==> config.mk <==
export PLATFORM = sky130hd
export DESIGN_NAME = fc_delta_engine
export DESIGN_NICKNAME = d
export VERILOG_FILES = /design/src/rtl/fc_delta_engine.sv
export SDC_FILE = /design/constraint.sdc
export NUM_CORES = 2
export LEC_CHECK = 0
export ABC_CLOCK_PERIOD_IN_PS = 12100
export BUFFER_PORTS_ARGS = -buffer_cell sky130_fd_sc_hd__buf_2
export CORE_UTILIZATION = 54
export DETAILED_ROUTE_END_ITERATION = 10
export PLACE_DENSITY = 0.7
export SKIP_LAST_GASP = 1
export SYNTH_ARGS = -nofsm -noshare
export SYNTH_HDL_FRONTEND = slang
export SYNTH_SLANG_ARGS = --single-unit
==> constraint.sdc <==
create_clock -name clk -period 12.1 [get_ports clk]
set_input_delay 2.42 -clock clk [delete_from_list [all_inputs] [get_ports clk]]
set_output_delay 2.42 -clock clk [all_outputs]
set_load 0.01 [all_outputs]
==> src/rtl/fc_delta_engine.sv <==
module fc_delta_engine #(
  parameter int N_IN  = 16,
  parameter int N_OUT = 8,
  parameter int DW    = 16,
  parameter int AW    = 32
) (
  input  logic                       clk,
  input  logic                       rst_n,
  input  logic                       restart,
  input  logic                       wr_en,
  input  logic                       wr_bias,
  input  logic [$clog2(N_OUT)-1:0]   wr_row,
  input  logic [$clog2(N_IN)-1:0]    wr_col,
  input  logic [DW-1:0]              wr_data,
  input  logic                       in_valid,
  output logic                       in_ready,
  input  logic [DW-1:0]              in_data,
  output logic                       out_valid,
  input  logic                       out_ready,
  output logic [AW-1:0]              out_data,
  output logic                       out_last,
  output logic [$clog2(N_IN+1)-1:0]  skipped
);
  localparam int IW = $clog2(N_IN);
  localparam int NW = $clog2(N_OUT);
  localparam int CW = $clog2(N_IN+1);
  localparam logic [IW-1:0] LAST_J = IW'(N_IN-1);
  localparam logic [NW-1:0] LAST_N = NW'(N_OUT-1);
  localparam logic signed [AW+1:0] SMAX = {3'b000, {(AW-1){1'b1}}};
  localparam logic signed [AW+1:0] SMIN = {3'b111, {(AW-1){1'b0}}};

  typedef enum logic [1:0] {S_IN, S_UPD, S_OUT} st_t;

  st_t              st;
  logic [IW-1:0]    j;
  logic [NW-1:0]    n;
  logic             full, pend;
  logic [CW-1:0]    skip_cnt;
  logic signed [DW:0] delta;
  logic [DW-1:0]    xold [N_IN];
  logic [AW-1:0]    acc  [N_OUT];
  logic [DW-1:0]    wmem [N_OUT][N_IN];
  logic [DW-1:0]    bmem [N_OUT];

  always_ff @(posedge clk)
    if (wr_en) begin
      if (wr_bias) bmem[wr_row] <= wr_data;
      else         wmem[wr_row][wr_col] <= wr_data;
    end

  assign in_ready  = (st == S_IN);
  assign out_valid = (st == S_OUT);
  assign out_data  = acc[n];
  assign out_last  = out_valid && (n == LAST_N);

  wire accept  = in_valid && in_ready;
  wire seed    = (j == '0) ? pend : full;
  wire changed = seed || (in_data != xold[j]);
  wire signed [DW:0] diff = $signed({in_data[DW-1], in_data}) - $signed({xold[j][DW-1], xold[j]});
  wire [CW-1:0] skip_base = (j == '0) ? '0 : skip_cnt;

  wire signed [2*DW:0]  prod = delta * $signed(wmem[n][j]);
  wire signed [AW-1:0]  base = (full && j == '0) ? {{(AW-DW){bmem[n][DW-1]}}, bmem[n]} : acc[n];
  wire signed [AW+1:0]  sum  = {{2{base[AW-1]}}, base} + {{(AW+1-2*DW){prod[2*DW]}}, prod};
  wire [AW-1:0] upd = (sum > SMAX) ? SMAX[AW-1:0] : (sum < SMIN) ? SMIN[AW-1:0] : sum[AW-1:0];

  always_ff @(posedge clk) begin
    if (!rst_n) begin
      st <= S_IN; j <= '0; n <= '0; full <= 1'b1; pend <= 1'b1;
      skip_cnt <= '0; skipped <= '0; delta <= '0;
      for (int i = 0; i < N_IN; i++)  xold[i] <= '0;
      for (int i = 0; i < N_OUT; i++) acc[i]  <= '0;
    end else begin
      if (restart) pend <= 1'b1;
      else if (accept && j == '0) pend <= 1'b0;
      case (st)
        S_IN: if (accept) begin
          if (j == '0) full <= pend;
          skip_cnt <= skip_base + CW'(!changed);
          if (changed) begin
            xold[j] <= in_data;
            delta   <= seed ? $signed({in_data[DW-1], in_data}) : diff;
            n       <= '0;
            st      <= S_UPD;
          end else if (j == LAST_J) begin
            skipped <= skip_base + CW'(1);
            n       <= '0;
            st      <= S_OUT;
          end else j <= j + 1'b1;
        end
        S_UPD: begin
          acc[n] <= upd;
          if (n == LAST_N) begin
            n <= '0;
            if (j == LAST_J) begin
              skipped <= skip_cnt;
              st      <= S_OUT;
            end else begin
              j  <= j + 1'b1;
              st <= S_IN;
            end
          end else n <= n + 1'b1;
        end
        S_OUT: if (out_ready) begin
          if (n == LAST_N) begin
            n <= '0; j <= '0; st <= S_IN;
          end else n <= n + 1'b1;
        end
        default: st <= S_IN;
      endcase
    end
  end

  assert_skip_no_mac_R4: assert property (@(posedge clk) disable iff (!rst_n)
    accept && !changed |=> st != S_UPD);
  assert_change_mac_R5: assert property (@(posedge clk) disable iff (!rst_n)
    accept && changed |=> st == S_UPD && n == '0);
  assert_pass_len_R5: assert property (@(posedge clk) disable iff (!rst_n)
    st == S_UPD && n == LAST_N |=> st != S_UPD);
  assert_seed_full_R2: assert property (@(posedge clk) disable iff (!rst_n)
    accept && seed |=> st == S_UPD);
  assert_out_hold_R9: assert property (@(posedge clk) disable iff (!rst_n)
    out_valid && !out_ready |=> out_valid && $stable(out_data) && $stable(out_last));
  assert_skip_bound_R6: assert property (@(posedge clk) disable iff (!rst_n)
    skipped <= CW'(N_IN));
endmodule

# [After elaboration in Yosys (flattened, before gate mapping)]
# Memories as Yosys holds them, arrays and structs flattened. A register that Yosys moved wholly into a read port is not among the register bits.
# Cells that the tools add are included.
[totals] word_cells=127 ram_bits=2688 in_bits=46 mem_count=4 regBits=38 out_inout_bits=40
[memory_table] name="wmem" depth=8 width=256 rd=1 rd_clocked_by_memory_dff=1 write_ports=1 line="42" rtl="logic [DW-1:0] wmem [N_OUT][N_IN];"
[memory_table] name="acc" depth=8 width=32 rd=1 rd_clocked_by_memory_dff=1 write_ports=8 line="41" rtl="logic [AW-1:0] acc [N_OUT];"
[memory_table] name="xold" depth=16 width=16 rd=1 rd_clocked_by_memory_dff=1 write_ports=16 line="40" rtl="logic [DW-1:0] xold [N_IN];"
[memory_table] name="bmem" depth=8 width=16 rd=1 rd_clocked_by_memory_dff=1 write_ports=1 line="43" rtl="logic [DW-1:0] bmem [N_OUT];"
[op_classes] n_eq_ne=13 n_reduce_logical=20 addsub=6 multipliers=1 bitwise_logic=3 magnitude_cmp=5 n_mux=67
[op_table] operator="$mux 256" count=1
[op_table] operator="$mux 32" count=4
[op_table] operator="$bmux 16 s4" count=1
[op_table] operator="$demux 16 s4" count=1
[op_table] operator="$mux 16" count=4
[op_table] operator="$mux 3" count=12
[op_table] operator="$mux 4" count=9
[op_table] operator="$add 32x33->34" count=1
[op_table] operator="$gt 34x32->1 const B" count=1
[op_table] operator="$lt 34x32->1 const B" count=1
[op_table] operator="$mul 17x16->33" count=1
[op_table] operator="$reduce_or 32->1" count=1
[op_table] operator="$mux 5" count=6
[op_table] operator="$mux 1" count=17
[op_table] operator="$mux 17" count=1
[op_table] operator="$sub 16x16->17" count=1
[op_table] operator="$ne 16x16->1" count=1
[op_table] operator="$reduce_or 16->1" count=1
[op_table] operator="$mux 2" count=7
[op_table] operator="$pmux 4 s3" count=1
[op_table] operator="$reduce_and 6->1" count=2
[op_table] operator="$ge 5x5->1 const B" count=2
[op_table] operator="$not 4->5" count=2
[op_table] operator="$pmux 5 s2" count=1
[op_table] operator="other kinds (27)" count=36

# [Logic depth before layout (Yosys ltp)]
[depth] ltp_word=10 depth_mapped=35 depth_no_buf=27

# [Worst setup path before layout]
# Ideal clock, no wire load.
[synth_path] kind="reg2reg" startpoint="register (tool-made name)" endpoint="memory acc[1][12], data pin" n_path_buf=6 path_stages_with_launch=31 required_time_ps=11828 arrival_ps=8876 path_slack_ps=2953 cell_sequence="dfxtp_1 > clkbuf_1 > buf_2 > clkbuf_1 > clkbuf_1 > mux4_2 > mux4_2 > mux4_2 > mux2_2 > buf_2 > nand2_1 > fa_1 > inv_1 > fa_1 > fa_1 > fa_1 > fa_1 > inv_1 > fa_1 > inv_1 > ha_1 > and3_1 > and4_1 > a32oi_1 > nand3b_1 > o31ai_1 > mux2i_1 > o211ai_1 > clkbuf_1 > a21oi_1 > nor2_1"
[synth_rtl] item="to (decl)" line="41"

==> run metrics <==
outcome=complete, no violations; Starting Density=54.45%; port bufs=85; detail-routed net length per standard cell=approximately 30 microns; Main synth FF type=edfxtp_1; DRC=0; Max Fanout on Critical Path=120; placed cell area=about 130000 sq um; clk_skew=about 0.063 ns; final setup vio count=0; most used cell, CP=fa_1; Seq/Total Area, Yosys=between 60% and 70%; clock latency on the worst-skew pair=0.93 ns; P_int=0.02040 W; setup_tns=0 ns; Rows=173; Fillers=15560; post-route cell area=135200 sq um; synthesized netlist net count=6903; CP top delay family=adder cells; DR vias/cell=6.329; post-synthesis cell area=121300 sq um; layout cells sized above 1=25.02%; total grt overflow=0; largest net degree at the start of global routing=121; Post-Syn Instances=6411; highest clock rate=roughly 88 MHz; Clk network pwr share=24.1%; root buffer cell=clkbuf_16; Post-CTS Hold Buffers=0; sequential power share=approximately 31%; Min-Delay Path Class=reg -> reg; Layout area overhead=11.52%; Inserted Clock Buffers=293; CP Buf/Inv Count=6; Reg clk slew, reported paths=about 0.060 ns; DP Wirelength=182900 microns; CP Capture Type=flop; Setup Fix Bufs, Post-CTS=0; Routed WL=298300 microns; first-pass detailed-route iteration total=5; layout net count=between 7000 and 8000; EDFF count, synth=2688; final period utilization=93.58%; MaxCap Viol Count=0; height of the die=475.9 microns; power per cell area=259.3 nW/um^2; post-layout min period=11.32 ns; Yosys reg bits=around 2700; relative slew slack=14.12%; Worst Max-Slew Pin Slew=about 1.3 ns; Distinct cells, synth=72; Mapped Avg Cell Area=18.92 sq um; antenna violations before repair=26; die area=226500 sq um; WP data arrival=11.90 ns; Fin. Hold Viols=0; LEAKAGE=about 45 nW; asr flop ratio synth=0%; Clock Sinks=2733; Critical-path top delay cell=nand2_4; critical path class=reg -> reg; ANT nets after route=0; Psw=0.01467 W; 1st-iter DRT viols=7568; CTS tree=yes; Setup crit start kind=flop; vias=62560; synth warn=0; core area=222700 sq um; unrepaired setup endpoints after global routing=false; # IOs=86; GRT Resource Usage Total=approximately 27%; H-tree depth=5; Die Wd=approximately 480 microns; Sw Ratio=about two fifths; routability cong.=roughly 0.84; global-route wire length before repair=437500 microns; Longest Clk Path Bufs=4; Worst EP required=about 13 ns; Resize count post-CTS=0; Comb power frac=45.2%; number of global-route vias before repair=63180; fin. max-slew vios=0; Max VDD drop=approximately 0.0011 V; CP peak stage delay=0.84 ns
==> routing by layer <==
metal  share of wire (%)  up-vias  global-route usage, %
li1                    -    25720                      -
met1                  40    33150                  38.63
met2                  48     3155                  42.58
met3                 8.9      514                  4.670
met4                 2.9       20                  7.820
met5               0.044        -                      0
==> flip-flops by register name, summed over array words and instances, names as in the netlist, named ones only <==
register,count
full,1
acc,256
bmem,128
skipped,5
n,3
delta,17
wmem,2048
pend,1
j,4
st,2
xold,256
skip_cnt,5
==> final cells by class <==
cell class / instances / area [sq um] / share of cell area, %
inverters: 392 / 1471 / 1.088
multi-input cells: 2909 / 36580 / 27.05
flip-flops and latches: 2733 / 81640 / 60.37
well taps: 2975 / 3722 / 2.752
clock buffers: 359 / 7736 / 5.720
repair buffers: 366 / 2875 / 2.126
diodes: 11 / 27.53 / 0.02035
clock inverters: 140 / 1190 / 0.8798
==> cells by family (layout without fill, tap and decap cells) <==
family                   after synthesis  count (layout)  synth area share, %
flip-flops                          2733            2733                67.30
adder cells (fa/ha/maj)              446             446                6.552
XOR/XNOR                              41              41               0.2961
AND/OR/NAND/NOR                     1090            1090                4.563
buffers and inverters                769            1257                2.629
AO/OA/AOI/OAI                        392             392                1.995
multiplexers                         940             940                16.66
other                                  0              11                    0
==> cell usage after synthesis (5+ instances only) <==
cell type / instances / share of area [%]
edfxtp_1: 2688 / 67
mux4_2: 848 / 16
inv_1: 391 / 1.2
fa_1: 315 / 5.2
nor2_1: 307 / 0.95
clkbuf_1: 229 / 0.71
and2_1: 192 / 0.99
nand2_1: 176 / 0.54
nor2b_1: 150 / 0.77
ha_1: 131 / 1.4
a21oi_1: 124 / 0.51
o22ai_1: 86 / 0.44
nor3_1: 83 / 0.34
and3_1: 82 / 0.42
buf_2: 63 / 0.26
o21ai_0: 62 / 0.26
mux2_2: 57 / 0.53
buf_1: 47 / 0.15
dfxtp_1: 45 / 0.74
nand2b_1: 31 / 0.16
xnor2_1: 26 / 0.19
mux2i_1: 25 / 0.21
buf_6: 22 / 0.20
nand3_1: 21 / 0.087
buf_4: 15 / 0.093
o211ai_1: 15 / 0.093
xor2_1: 15 / 0.11
a21boi_0: 14 / 0.087
o21bai_1: 12 / 0.074
a21o_1: 11 / 0.068
o211a_1: 11 / 0.091
a31oi_1: 10 / 0.052
mux2i_4: 9 / 0.17
nor4_1: 8 / 0.041
nand3b_1: 7 / 0.043
nand4_1: 6 / 0.031
o21a_1: 6 / 0.037
o21ai_1: 5 / 0.021
or3_1: 5 / 0.026
==> final timing paths <==
kind / startpoint / endpoint / slack, ns / depth (start not counted)
setup / recovery: flop / acc[5][6] / 0.78 / 27
hold / removal: skipped[3] / skipped[3] / 0.50 / 1
setup reg to reg: flop / acc[5][6] / 0.78 / 27
hold reg to reg: skipped[3] / skipped[3] / 0.50 / 1
==> through the flow <==
| step | cells | hold WS [ns] | total power (W) | util [%] | setup WS, ns |
|---|---|---|---|---|---|
| after floorplan | 6411 | 0.4654 | 0.02359 | - | 2.953 |
| after global placement | 9375 | 0.4835 | 0.02641 | 56.70 | 1.105 |
| after detailed placement | 9375 | 0.4978 | 0.02667 | 56.70 | 1.011 |
| after CTS | 9874 | 0.5109 | 0.03509 | 60.71 | 0.9357 |
| after global routing | 9877 | 0.5214 | 0.03672 | 60.71 | 0.3592 |
| final | 9885 | 0.5020 | 0.03506 | 60.72 | 0.7769 |
==> power groups by stage <==
stage	logic [W]	registers, W	clock network, W
after floorplan	0.0127	0.0109	0
after global placement	0.0155	0.0109	0
after detailed placement	0.0157	0.0109	0
after CTS	0.0158	0.0107	0.00856
after global routing	0.0171	0.0107	0.00892
final	0.0159	0.0107	0.00846
==> worst reg2reg max path, cell delays in order, from the launching register on <==
cell	delay [ns]
dfxtp_4	0.71
buf_4	0.69
mux4_2	0.64
mux4_2	0.59
mux4_2	0.53
mux2i_4	0.65
nor2b_1	0.17
fa_1	0.55
inv_1	0.06
fa_1	0.46
fa_1	0.51
inv_1	0.05
fa_1	0.49
fa_1	0.49
inv_1	0.05
fa_1	0.47
inv_1	0.04
ha_1	0.35
and3_1	0.26
and4_1	0.23
a32oi_1	0.34
nand3b_1	0.18
o31ai_1	0.40
mux2i_1	0.51
o211ai_1	0.17
buf_4	0.25
nand2_4	0.84
o22ai_1	0.33
==> cell usage in the layout, fill, tap and decap left out, types with 57 or more instances in the layout <==
cell / netlist / layout
and3_1: 82 / 81
a21oi_1: 124 / 124
clkbuf_16: 0 / 298
nor2_1: 307 / 289
ha_1: 131 / 131
nor2b_1: 150 / 150
buf_4: 15 / 273
inv_1: 391 / 391
buf_2: 63 / 69
edfxtp_1: 2688 / 2688
o22ai_1: 86 / 86
mux4_2: 848 / 848
mux2_2: 57 / 57
fa_1: 315 / 315
and2_1: 192 / 192
nand2_1: 176 / 175
nor3_1: 83 / 82
(Power assumes the default switching activity.)
